--- src/rtl/cmd_xlate_pkg.sv ---
package cmd_xlate_pkg;
  localparam int CLS_W = 3;
  localparam int CMD_W = 3;
  localparam int SPC_W = 2;

  // bus transaction classes
  localparam logic [CLS_W-1:0] CLS_PWR   = 3'd0;
  localparam logic [CLS_W-1:0] CLS_RDREQ = 3'd1;
  localparam logic [CLS_W-1:0] CLS_WRREQ = 3'd2;
  localparam logic [CLS_W-1:0] CLS_RDCPL = 3'd3;
  localparam logic [CLS_W-1:0] CLS_WRCPL = 3'd4;

  // link command types
  localparam logic [CMD_W-1:0] CMD_WR   = 3'd0;
  localparam logic [CMD_W-1:0] CMD_RD   = 3'd1;
  localparam logic [CMD_W-1:0] CMD_RESP = 3'd2;
  localparam logic [CMD_W-1:0] CMD_DONE = 3'd3;

  // address spaces
  localparam logic [SPC_W-1:0] SPC_MEM = 2'd0;
  localparam logic [SPC_W-1:0] SPC_IO  = 2'd1;
  localparam logic [SPC_W-1:0] SPC_CFG = 2'd2;

  typedef struct packed {
    logic [CMD_W-1:0] cmd;
    logic             posted;
    logic             may_pass;
    logic             rsp_may_pass;
    logic             coherent;
    logic             data_err;
  } link_pkt_t;

  typedef struct packed {
    logic [CLS_W-1:0] cls;
    logic             relaxed;
    logic             no_snoop;
  } bus_txn_t;
endpackage

--- src/rtl/xlate_rst_sync.sv ---
module xlate_rst_sync #(
  parameter int STAGES = 2
) (
  input  logic clk,
  input  logic rst_n_in,
  output logic rst_n_out
);
  logic [STAGES-1:0] sync_q;

  always_ff @(posedge clk or negedge rst_n_in) begin
    if (!rst_n_in) sync_q <= '0;
    else           sync_q <= {sync_q[STAGES-2:0], 1'b1};
  end

  assign rst_n_out = sync_q[STAGES-1];
endmodule

--- src/rtl/xlate_b2l_map.sv ---
module xlate_b2l_map
  import cmd_xlate_pkg::*;
(
  input  logic [CLS_W-1:0] cls,
  input  logic             relaxed,
  input  logic             snoop,
  input  logic             par_err,
  input  logic             ecc_mode,
  input  logic             ecc_uncorr,
  input  logic             perr_resp_en,
  output link_pkt_t        pkt,
  output logic             keep,
  output logic             bad,
  output logic             drop
);
  logic derr;

  always_comb begin
    derr = par_err | (ecc_mode & ecc_uncorr);
    pkt  = '0;
    keep = 1'b1;
    bad  = 1'b0;
    drop = 1'b0;
    case (cls)
      CLS_PWR: begin
        pkt.cmd      = CMD_WR;
        pkt.posted   = 1'b1;
        pkt.may_pass = relaxed;
        pkt.data_err = derr;
      end
      CLS_RDREQ: begin
        pkt.cmd          = CMD_RD;
        pkt.rsp_may_pass = relaxed;
        pkt.coherent     = snoop;
      end
      CLS_WRREQ: begin
        pkt.cmd      = CMD_WR;
        pkt.data_err = derr;
        drop         = derr & perr_resp_en;
      end
      CLS_RDCPL: begin
        pkt.cmd      = CMD_RESP;
        pkt.may_pass = relaxed;
        pkt.data_err = derr;
      end
      CLS_WRCPL: begin
        pkt.cmd      = CMD_DONE;
        pkt.data_err = derr;
        drop         = derr & perr_resp_en;
      end
      default: bad = 1'b1;
    endcase
    if (bad || drop) keep = 1'b0;
  end
endmodule

--- src/rtl/xlate_l2b_map.sv ---
module xlate_l2b_map
  import cmd_xlate_pkg::*;
(
  input  logic [CMD_W-1:0] cmd,
  input  logic [SPC_W-1:0] space,
  input  logic             may_pass,
  output bus_txn_t         txn,
  output logic             keep,
  output logic             bad
);
  always_comb begin
    txn  = '0;   // requests never relaxed, no-snoop always clear
    bad  = 1'b0;
    case (cmd)
      CMD_WR: begin
        if (space == SPC_MEM)                       txn.cls = CLS_PWR;
        else if (space == SPC_IO || space == SPC_CFG) txn.cls = CLS_WRREQ;
        else                                        bad = 1'b1;
      end
      CMD_RD:   txn.cls = CLS_RDREQ;
      CMD_RESP: begin
        txn.cls     = CLS_RDCPL;
        txn.relaxed = may_pass;
      end
      CMD_DONE: txn.cls = CLS_WRCPL;
      default:  bad = 1'b1;
    endcase
    keep = !bad;
  end
endmodule

--- src/rtl/xlate_stage.sv ---
module xlate_stage #(
  parameter int W = 8
) (
  input  logic         clk,
  input  logic         rst_n,
  input  logic         in_valid,
  output logic         in_ready,
  input  logic [W-1:0] in_data,
  input  logic         in_keep,
  input  logic         in_bad,
  input  logic         in_drop,
  output logic         out_valid,
  input  logic         out_ready,
  output logic [W-1:0] out_data,
  output logic         out_bad,
  output logic         out_drop
);
  logic         vld_q, vld_d;
  logic         bad_q, bad_d;
  logic         drop_q, drop_d;
  logic [W-1:0] dat_q;
  logic         acc, load_en;

  always_comb begin
    in_ready = !vld_q || out_ready;
    acc      = in_valid && in_ready;
    load_en  = acc && in_keep;
    vld_d    = acc ? in_keep : (vld_q && !out_ready);
    bad_d    = acc && in_bad;
    drop_d   = acc && in_drop;
  end

  always_ff @(posedge clk or negedge rst_n) begin
    if (!rst_n) begin
      vld_q  <= 1'b0;
      bad_q  <= 1'b0;
      drop_q <= 1'b0;
    end else begin
      vld_q  <= vld_d;
      bad_q  <= bad_d;
      drop_q <= drop_d;
    end
  end

  always_ff @(posedge clk) begin
    if (load_en) dat_q <= in_data;
  end

  assign out_valid = vld_q;
  assign out_data  = dat_q;
  assign out_bad   = bad_q;
  assign out_drop  = drop_q;
endmodule

--- src/rtl/cmd_xlate.sv ---
module cmd_xlate
  import cmd_xlate_pkg::*;
(
  input  logic             clk,
  input  logic             rst_n,
  input  logic             bi_valid,
  output logic             bi_ready,
  input  logic [CLS_W-1:0] bi_class,
  input  logic             bi_relaxed,
  input  logic             bi_snoop,
  input  logic             bi_par_err,
  input  logic             bi_ecc_mode,
  input  logic             bi_ecc_uncorr,
  input  logic             bi_perr_resp_en,
  output logic             lo_valid,
  input  logic             lo_ready,
  output logic [CMD_W-1:0] lo_cmd,
  output logic             lo_posted,
  output logic             lo_may_pass,
  output logic             lo_rsp_may_pass,
  output logic             lo_coherent,
  output logic             lo_data_err,
  output logic             lo_drop,
  output logic             lo_bad,
  input  logic             li_valid,
  output logic             li_ready,
  input  logic [CMD_W-1:0] li_cmd,
  input  logic [SPC_W-1:0] li_space,
  input  logic             li_may_pass,
  output logic             bo_valid,
  input  logic             bo_ready,
  output logic [CLS_W-1:0] bo_class,
  output logic             bo_relaxed,
  output logic             bo_no_snoop,
  output logic             bo_bad
);
  localparam int PKT_W = $bits(link_pkt_t);
  localparam int TXN_W = $bits(bus_txn_t);

  logic      rst_n_s;
  link_pkt_t b2l_pkt, lo_pkt;
  bus_txn_t  l2b_txn, bo_txn;
  logic      b2l_keep, b2l_bad, b2l_drop;
  logic      l2b_keep, l2b_bad;
  logic      bo_drop_unused;

  xlate_rst_sync #(.STAGES(2)) u_rst (
    .clk(clk), .rst_n_in(rst_n), .rst_n_out(rst_n_s)
  );

  xlate_b2l_map u_b2l_map (
    .cls(bi_class), .relaxed(bi_relaxed), .snoop(bi_snoop),
    .par_err(bi_par_err), .ecc_mode(bi_ecc_mode), .ecc_uncorr(bi_ecc_uncorr),
    .perr_resp_en(bi_perr_resp_en),
    .pkt(b2l_pkt), .keep(b2l_keep), .bad(b2l_bad), .drop(b2l_drop)
  );

  xlate_stage #(.W(PKT_W)) u_b2l_stage (
    .clk(clk), .rst_n(rst_n_s),
    .in_valid(bi_valid), .in_ready(bi_ready), .in_data(b2l_pkt),
    .in_keep(b2l_keep), .in_bad(b2l_bad), .in_drop(b2l_drop),
    .out_valid(lo_valid), .out_ready(lo_ready), .out_data(lo_pkt),
    .out_bad(lo_bad), .out_drop(lo_drop)
  );

  xlate_l2b_map u_l2b_map (
    .cmd(li_cmd), .space(li_space), .may_pass(li_may_pass),
    .txn(l2b_txn), .keep(l2b_keep), .bad(l2b_bad)
  );

  xlate_stage #(.W(TXN_W)) u_l2b_stage (
    .clk(clk), .rst_n(rst_n_s),
    .in_valid(li_valid), .in_ready(li_ready), .in_data(l2b_txn),
    .in_keep(l2b_keep), .in_bad(l2b_bad), .in_drop(1'b0),
    .out_valid(bo_valid), .out_ready(bo_ready), .out_data(bo_txn),
    .out_bad(bo_bad), .out_drop(bo_drop_unused)
  );

  assign lo_cmd          = lo_pkt.cmd;
  assign lo_posted       = lo_pkt.posted;
  assign lo_may_pass     = lo_pkt.may_pass;
  assign lo_rsp_may_pass = lo_pkt.rsp_may_pass;
  assign lo_coherent     = lo_pkt.coherent;
  assign lo_data_err     = lo_pkt.data_err;
  assign bo_class        = bo_txn.cls;
  assign bo_relaxed      = bo_txn.relaxed;
  assign bo_no_snoop     = bo_txn.no_snoop;
endmodule

--- config.mk ---
export PLATFORM = sky130hd
export DESIGN_NAME = cmd_xlate
export DESIGN_NICKNAME = d
export VERILOG_FILES = /design/src/rtl/cmd_xlate_pkg.sv /design/src/rtl/xlate_rst_sync.sv /design/src/rtl/xlate_b2l_map.sv /design/src/rtl/xlate_l2b_map.sv /design/src/rtl/xlate_stage.sv /design/src/rtl/cmd_xlate.sv
export SDC_FILE = /design/constraint.sdc
export NUM_CORES = 1
export LEC_CHECK = 0
export ABC_AREA = 1
export BUFFER_PORTS_ARGS = -buffer_cell sky130_fd_sc_hd__buf_2
export CELL_PAD_IN_SITES_DETAIL_PLACEMENT = 1
export CELL_PAD_IN_SITES_GLOBAL_PLACEMENT = 1
export CORE_MARGIN = 5
export CORE_UTILIZATION = 33
export CTS_CLUSTER_SIZE = 24
export DETAILED_ROUTE_END_ITERATION = 8
export GPL_TIMING_DRIVEN = 1
export PLACE_DENSITY = 0.91
export SYNTH_ARGS = -nofsm -noshare
export SYNTH_HDL_FRONTEND = slang
export SYNTH_SLANG_ARGS = --single-unit
--- constraint.sdc ---
create_clock -name clk -period 0.8 [get_ports clk]
set_clock_uncertainty 0.1 [all_clocks]
set_input_delay 0.04 -clock clk [delete_from_list [all_inputs] [get_ports clk]]
set_output_delay 0.04 -clock clk [all_outputs]
set_load 0.05 [all_outputs]
# Word-level counts from Yosys, hierarchy flattened

Cells that the tools add are included.

Equality and inequality tests: 9
Mux-type cells: 13
Bitwise gates (word level): 3
Reductions and logical operators: 26

Operators with widths:

| operator           | count |
|---|---|
| $eq 3x2->1 const B | 4 |
| $pmux 3 s4         | 1 |
| $logic_and 1x1->1  | 9 |
| $mux 1             | 8 |
| $eq 3x1->1 const B | 2 |
| $logic_not 3->1    | 2 |
| $pmux 2 s3         | 1 |
| $logic_not 1->1    | 5 |
| $reduce_or 5->1    | 1 |
| $logic_or 1x1->1   | 4 |
| $reduce_or 2->1    | 2 |
| $reduce_or 4->1    | 1 |
| $eq 3x3->1 const B | 1 |
| $mux 3             | 1 |
| $reduce_or 3->1    | 1 |
| $and 1x1->1        | 2 |
| $eq 2x1->1 const B | 1 |
| $eq 2x2->1 const B | 1 |
| $logic_not 2->1    | 1 |
| $mux 2             | 1 |
| $pmux 1 s2         | 1 |
| $or 1x1->1         | 1 |

Flip-flop bits (word level): 19
Bits of input ports: 21
Output and inout port bits: 20

# Depth between registers and ports, before layout

Depth after elaboration: 7
Mapped depth: 6
Gate-level depth less buffers: 6

# Cells and area by module

A second synthesis with hierarchy kept.

Cells, all modules: 96
Area, all modules: 935.9 um^2

Modules (own cells, without submodules):

| module                     | instances | cells each | area an instance (um^2) |
|---|---|---|---|
| xlate_stage at u_b2l_stage | 1         | 22         | 362.8 |
| xlate_stage at u_l2b_stage | 1         | 19         | 272.8 |
| xlate_b2l_map              | 1         | 30         | 145.1 |
| xlate_l2b_map              | 1         | 21         | 97.6 |
| xlate_rst_sync             | 1         | 3          | 53.8 |
| cmd_xlate                  | 1         | 1          | 3.8 |

# Worst setup path before layout

OpenSTA, ideal clock, no wires.

Path kind: reg-to-reg
Start point: register u_b2l_stage.vld_q, in the netlist u_b2l_stage.out_valid
End point: register u_b2l_stage.dat_q[0], in the netlist u_b2l_stage.out_data[0], enable pin
Library setup time: 0.319 ns
Data arrival time: 1.510 ns
Required time: 0.381 ns
Path slack: -1.130 ns
Stages on the path, launching flop included: 6
Buffers on the path: 0
Period minus slack after synthesis: 1.930 ns
Path through: dfrtp_1 > nand2_1 > nand2_1 > nor2_1 > nand2_1 > inv_1

Word-level cells in the longest chain between the ends: 4

RTL lines:

| what                          | line              | RTL |
|---|---|---|
| start: declaration            | xlate_stage.sv:18 | `logic vld_q, vld_d;` |
| start signal: assignment      | xlate_stage.sv:39 | `vld_q <= vld_d;` |
| $logic_not 1->1               | xlate_stage.sv:25 | `in_ready = !vld_q \|\| out_ready;` |
| $logic_or 1x1->1              | xlate_stage.sv:25 |  |
| named net bi_ready            | cmd_xlate.sv:7    | `output logic bi_ready,` |
| $logic_and 1x1->1             | xlate_stage.sv:26 | `acc = in_valid && in_ready;` |
| $logic_and 1x1->1             | xlate_stage.sv:27 | `load_en = acc && in_keep;` |
| named net u_b2l_stage.load_en | xlate_stage.sv:22 | `logic acc, load_en;` |
| end signal: assignment        | xlate_stage.sv:46 | `if (load_en) dat_q <= in_data;` |
| end: declaration              | xlate_stage.sv:21 | `logic [W-1:0] dat_q;` |

The timed path passes the listed nets, and every way through them passes these cells.
A chain may end at the register's enable or synchronous reset.

# Final worst setup path

Start point: register u_b2l_stage.vld_q, in the netlist u_b2l_stage.out_valid
End point: register u_b2l_stage.dat_q[5], in the netlist u_b2l_stage.out_data[5], enable pin

Word-level cells in the longest chain between the ends: 4

RTL lines:

| what                          | line |
|---|---|
| $logic_not 1->1               | xlate_stage.sv:25 |
| $logic_or 1x1->1              | xlate_stage.sv:25 |
| $logic_and 1x1->1             | xlate_stage.sv:26 |
| $logic_and 1x1->1             | xlate_stage.sv:27 |
| named net u_b2l_stage.load_en | xlate_stage.sv:22 |

The timed path passes the listed nets, and every way through them passes these cells.

==> metrics.md <==
| Metric | Value |
|---|---|
| Wire length of the first global-routing pass | between 3 and 4 mm |
| Cell count after synthesis | 80 |
| Final Cycle Share | 1.52 |
| Final nets | roughly 170 |
| Largest stage delay, worst path | roughly 0.46 ns |
| Worst path slowest cell | dfrtp_2 |
| I/O pin count | 41 |
| Final Hold Slack | -0.0298 ns |
| Fraction of synthesized cell area in xor and xnor cells | 0 |
| Synth Area in Compound Gates | 0.0305 |
| Port buffer count | 38 |
| Fin crit period | 1.22 ns |
| Number of hold violations in the final report | 8 |
| Crit path arrival time | between 1 and 1.5 ns |
| Sequential fraction of the synthesis area | 0.650 |
| Clock latency at the later pin of the worst-skew pair | 0.28 ns |
| Clock Sinks | 18 |
| Startpoint type of the worst setup path | flip-flop |
| Mux cell area share after synthesis | 0 |
| Cells along the critical path | nand2_8, nand2_4, nor2_4, nand2_4, inv_6 |
| Via/cell ratio | 4.38 |
| CTS root buffer | clkbuf_4 |
| Setup WS pre-CTS | -0.457 ns |
| Prevailing post-synth register cell | edfxtp_1 |
| Area share of the largest cell type after synthesis | 0.424 |
| Area enclosed by the die boundary | between 3000 and 4000 um^2 |
| Synthesized flop and latch total | 18 |
| Count of unresolved DRC violations after routing | 0 |
| Routed wire per std cell | 14.7 um |
| Leakage | between 0.7 and 0.8 nW |
| Final WL | about 2.5 mm |
| CP dominant cell by count | nand2_4 |
| Met1 Usage GRT | 0.149 |
| Synthesized area divided by synthesized cell count | around 10 um^2 |
| Count of final max-slew check failures | 0 |
| Diodes inserted | 0 |
| Count of flip-flops with a built-in enable after synthesis | 11 |
| Cell row count | 17 |
| Max Fclk | 0.821 GHz |
| RD Place Congestion | roughly 0.78 |
| Pin count of the biggest net entering global routing | 11 |
| Count of maximum capacitance violations | 0 |
| Clk slew on worst S/H paths | ~0.1 ns |
| Worst Path Required | a little over 0.7 ns |
| Crit Path Class | reg -> reg |
| Initial DRC count | 15 |
| Post-synthesis adder-cell area fraction | 0.0161 |
| GR peak layer | met2 |
| Number of detailed-routing iterations run before antenna repair | 5 |
| Final setup violation count | 35 |
| Initial Utilization | 0.348 |
| Most numerous cell types in the synthesized netlist | nand2_1, inv_1, nor2_1, edfxtp_1, dfrtp_1 |
| RSZ-0062 raised after global routing | true |
| Gr ovfl total | 0 |
| Nature of the critical path endpoint | flip-flop |
| Number of global-route vias before repair | around 860 |
| Result of the run | finished with violations |
| Number of antenna-violating nets in the routed design | 0 |
| Die width | around 60 um |
| Clock buffers created by TritonCTS | 3 |
| Clock tree from TritonCTS | built |
| Vias | approximately 750 |
| Number of unique standard cell types used by synthesis | 14 |
| Netlist area before placement | 778 um^2 |
| Cell taking the most area after synthesis | edfxtp_1 |
| Dpl cell area | 1190 um^2 |
| Power density over the cells | ~1600 nW/um^2 |
| Async set or reset register ratio after synthesis | 0.389 |
| Failing checks | negative hold slack, negative setup slack |
| Final non-filler cell area | about 1400 um^2 |
| Level count of the clock H-tree | 1 |
| Max FO, Critical Path | 7 |
| Synth top area cells | edfxtp_1, dfrtp_1, nand2_1 |
| Utilization after layout | 0.643 |
| Total half-perimeter wirelength after legalization and detailed placement | between 1.5 and 2 mm |
| Met3 capacity usage during global routing | 0.0241 |
| Dominant combinational cell family by area after synthesis | simple AND/OR/NAND/NOR gates |
| Area growth from synthesis to layout | 84.6% |
| Number of inserted filler cells in the final layout | ~250 |
| Buffer depth of the longest clock path | 2 |
| Worst Hold Class | in -> reg |
| GRT met2 Usage | 0.293 |
| Warnings, synthesis | 0 |
| Global Route Usage Sum | 0.152 |
| Most frequent cell after synthesis | nand2_1 |
| Fraction of the mapped netlist area in simple logic gates | 0.212 |
| Final worst-path setup slack | -0.418 ns |
| Core Area | roughly 2200 um^2 |
| Fraction of final layout cells sized beyond drive strength 1 | 0.556 |
| Worst voltage drop across the vdd grid | 0.834 mV |
| Number of antenna violations at the first check in global routing | 0 |
| Die span in y | slightly below 60 um |
[cell usage in the layout (no fill, tap or decap)]
cell type | Yosys | final
nand2_4 | 0 | 3
inv_6 | 0 | 1
nand2_8 | 0 | 2
clkbuf_1 | 0 | 1
conb_1 | 2 | 3
dlygate4sd3_1 | 0 | 3
buf_4 | 2 | 18
dfrtp_2 | 0 | 2
nor2_1 | 12 | 9
buf_2 | 0 | 19
nand3_2 | 1 | 1
dfrtp_1 | 7 | 5
ha_1 | 1 | 1
nor2_4 | 0 | 3
buf_6 | 0 | 19
inv_1 | 13 | 12
o21ai_1 | 2 | 1
buf_8 | 0 | 2
a21oi_2 | 1 | 2
edfxtp_1 | 11 | 11
nand2_1 | 23 | 18
clkbuf_4 | 0 | 3
nor3_4 | 0 | 1
o21ai_2 | 0 | 1
nor2_2 | 3 | 3
[registers in the layout, indices dropped and copies added, names as in the netlist]
| signal | flops |
|---|---|
| u_b2l_stage.out_data | 7 |
| u_b2l_stage.out_valid | 1 |
| u_l2b_stage.out_data | 4 |
| u_l2b_stage.out_bad | 1 |
| u_rst.sync_q | 2 |
| u_b2l_stage.out_drop | 1 |
| u_l2b_stage.out_valid | 1 |
| u_b2l_stage.out_bad | 1 |
[per-layer routing]
metal / wire length, um / share of wire / vias to the layer above
li1: - / - / 367
met1: 887 / 0.35 / 343
met2: 1380 / 0.55 / 35
met3: 154 / 0.061 / 8
met4: 105 / 0.042 / 0
met5: 0 / 0 / -
[power breakdown]
group          internal [W]  total (W)  switching [W]
combinational      0.000308   0.000758       0.000450
sequential          0.00106    0.00110      0.0000455
clock              0.000194   0.000461       0.000268
[worst max-delay path, delay by kind of cell (launching register included)]
family	cells	cell delay, ns
AND/OR/NAND/NOR	4	0.31
buffers and inverters	1	0.08
flip-flops	1	0.46
[cells by family (layout without fill, tap and decap cells)]
family / count (synthesis) / count (layout)
other: 2 / 3
flip-flops: 18 / 18
AO/OA/AOI/OAI: 4 / 4
AND/OR/NAND/NOR: 40 / 40
adder cells (fa/ha/maj): 1 / 1
buffers and inverters: 15 / 78
[what timing repair did]
action / in CTS / in global routing
pin swaps: 4 / 3
hold endpoints to repair: 12 / 4
setup buffers: 3 / 3
endpoints found under the setup margin: 34 / 36
hold buffers: 2 / 1
resized for setup: 41 / 11
[final timing paths]
| path | slack, ns | depth (start not counted) | start | endpoint |
|---|---|---|---|---|
| min | -0.03 | 3 | bi_relaxed | u_b2l_stage.out_data[3]$_SDFFCE_PN0P_ |
| max in group asynchronous | 0.07 | 2 | rst_n | u_rst.sync_q[1]$_DFF_PN0_ |
| min reg2reg | -0.01 | 0 | u_rst.sync_q[1]$_DFF_PN0_ | u_b2l_stage.out_bad$_DFF_PN0_ |
| max | -0.42 | 5 | u_b2l_stage.out_valid$_DFF_PN0_ | u_b2l_stage.out_data[5]$_DFFE_PP_ |
| min in group asynchronous | -0.01 | 0 | u_rst.sync_q[1]$_DFF_PN0_ | u_b2l_stage.out_bad$_DFF_PN0_ |
| max reg2reg | -0.42 | 5 | u_b2l_stage.out_valid$_DFF_PN0_ | u_b2l_stage.out_data[5]$_DFFE_PP_ |
[metrics by stage]
step,hold WS [ns],power (W),instances,TNS [ns]
3_3_place_gp,-0.275,0.00168,163,-5.37
5_1_grt,-0.0147,0.00242,172,-10.36
3_5_place_dp,-0.274,0.00170,163,-6.40
4_1_cts,-0.0383,0.00227,170,-9.42
6_report,-0.0298,0.00232,172,-9.16
2_1_floorplan,-0.356,0.00148,81,-7.60
[final cells by class]
class,instances,area [um^2],area share
inverter,13,53.8,0.0375
sequential,18,508,0.354
multi-input combinational,48,309,0.215
clock buffer,4,26.3,0.0183
tap,28,35.0,0.0244
timing repair buffer,61,504,0.351
Note: power is estimated with default switching activity, not from simulation.
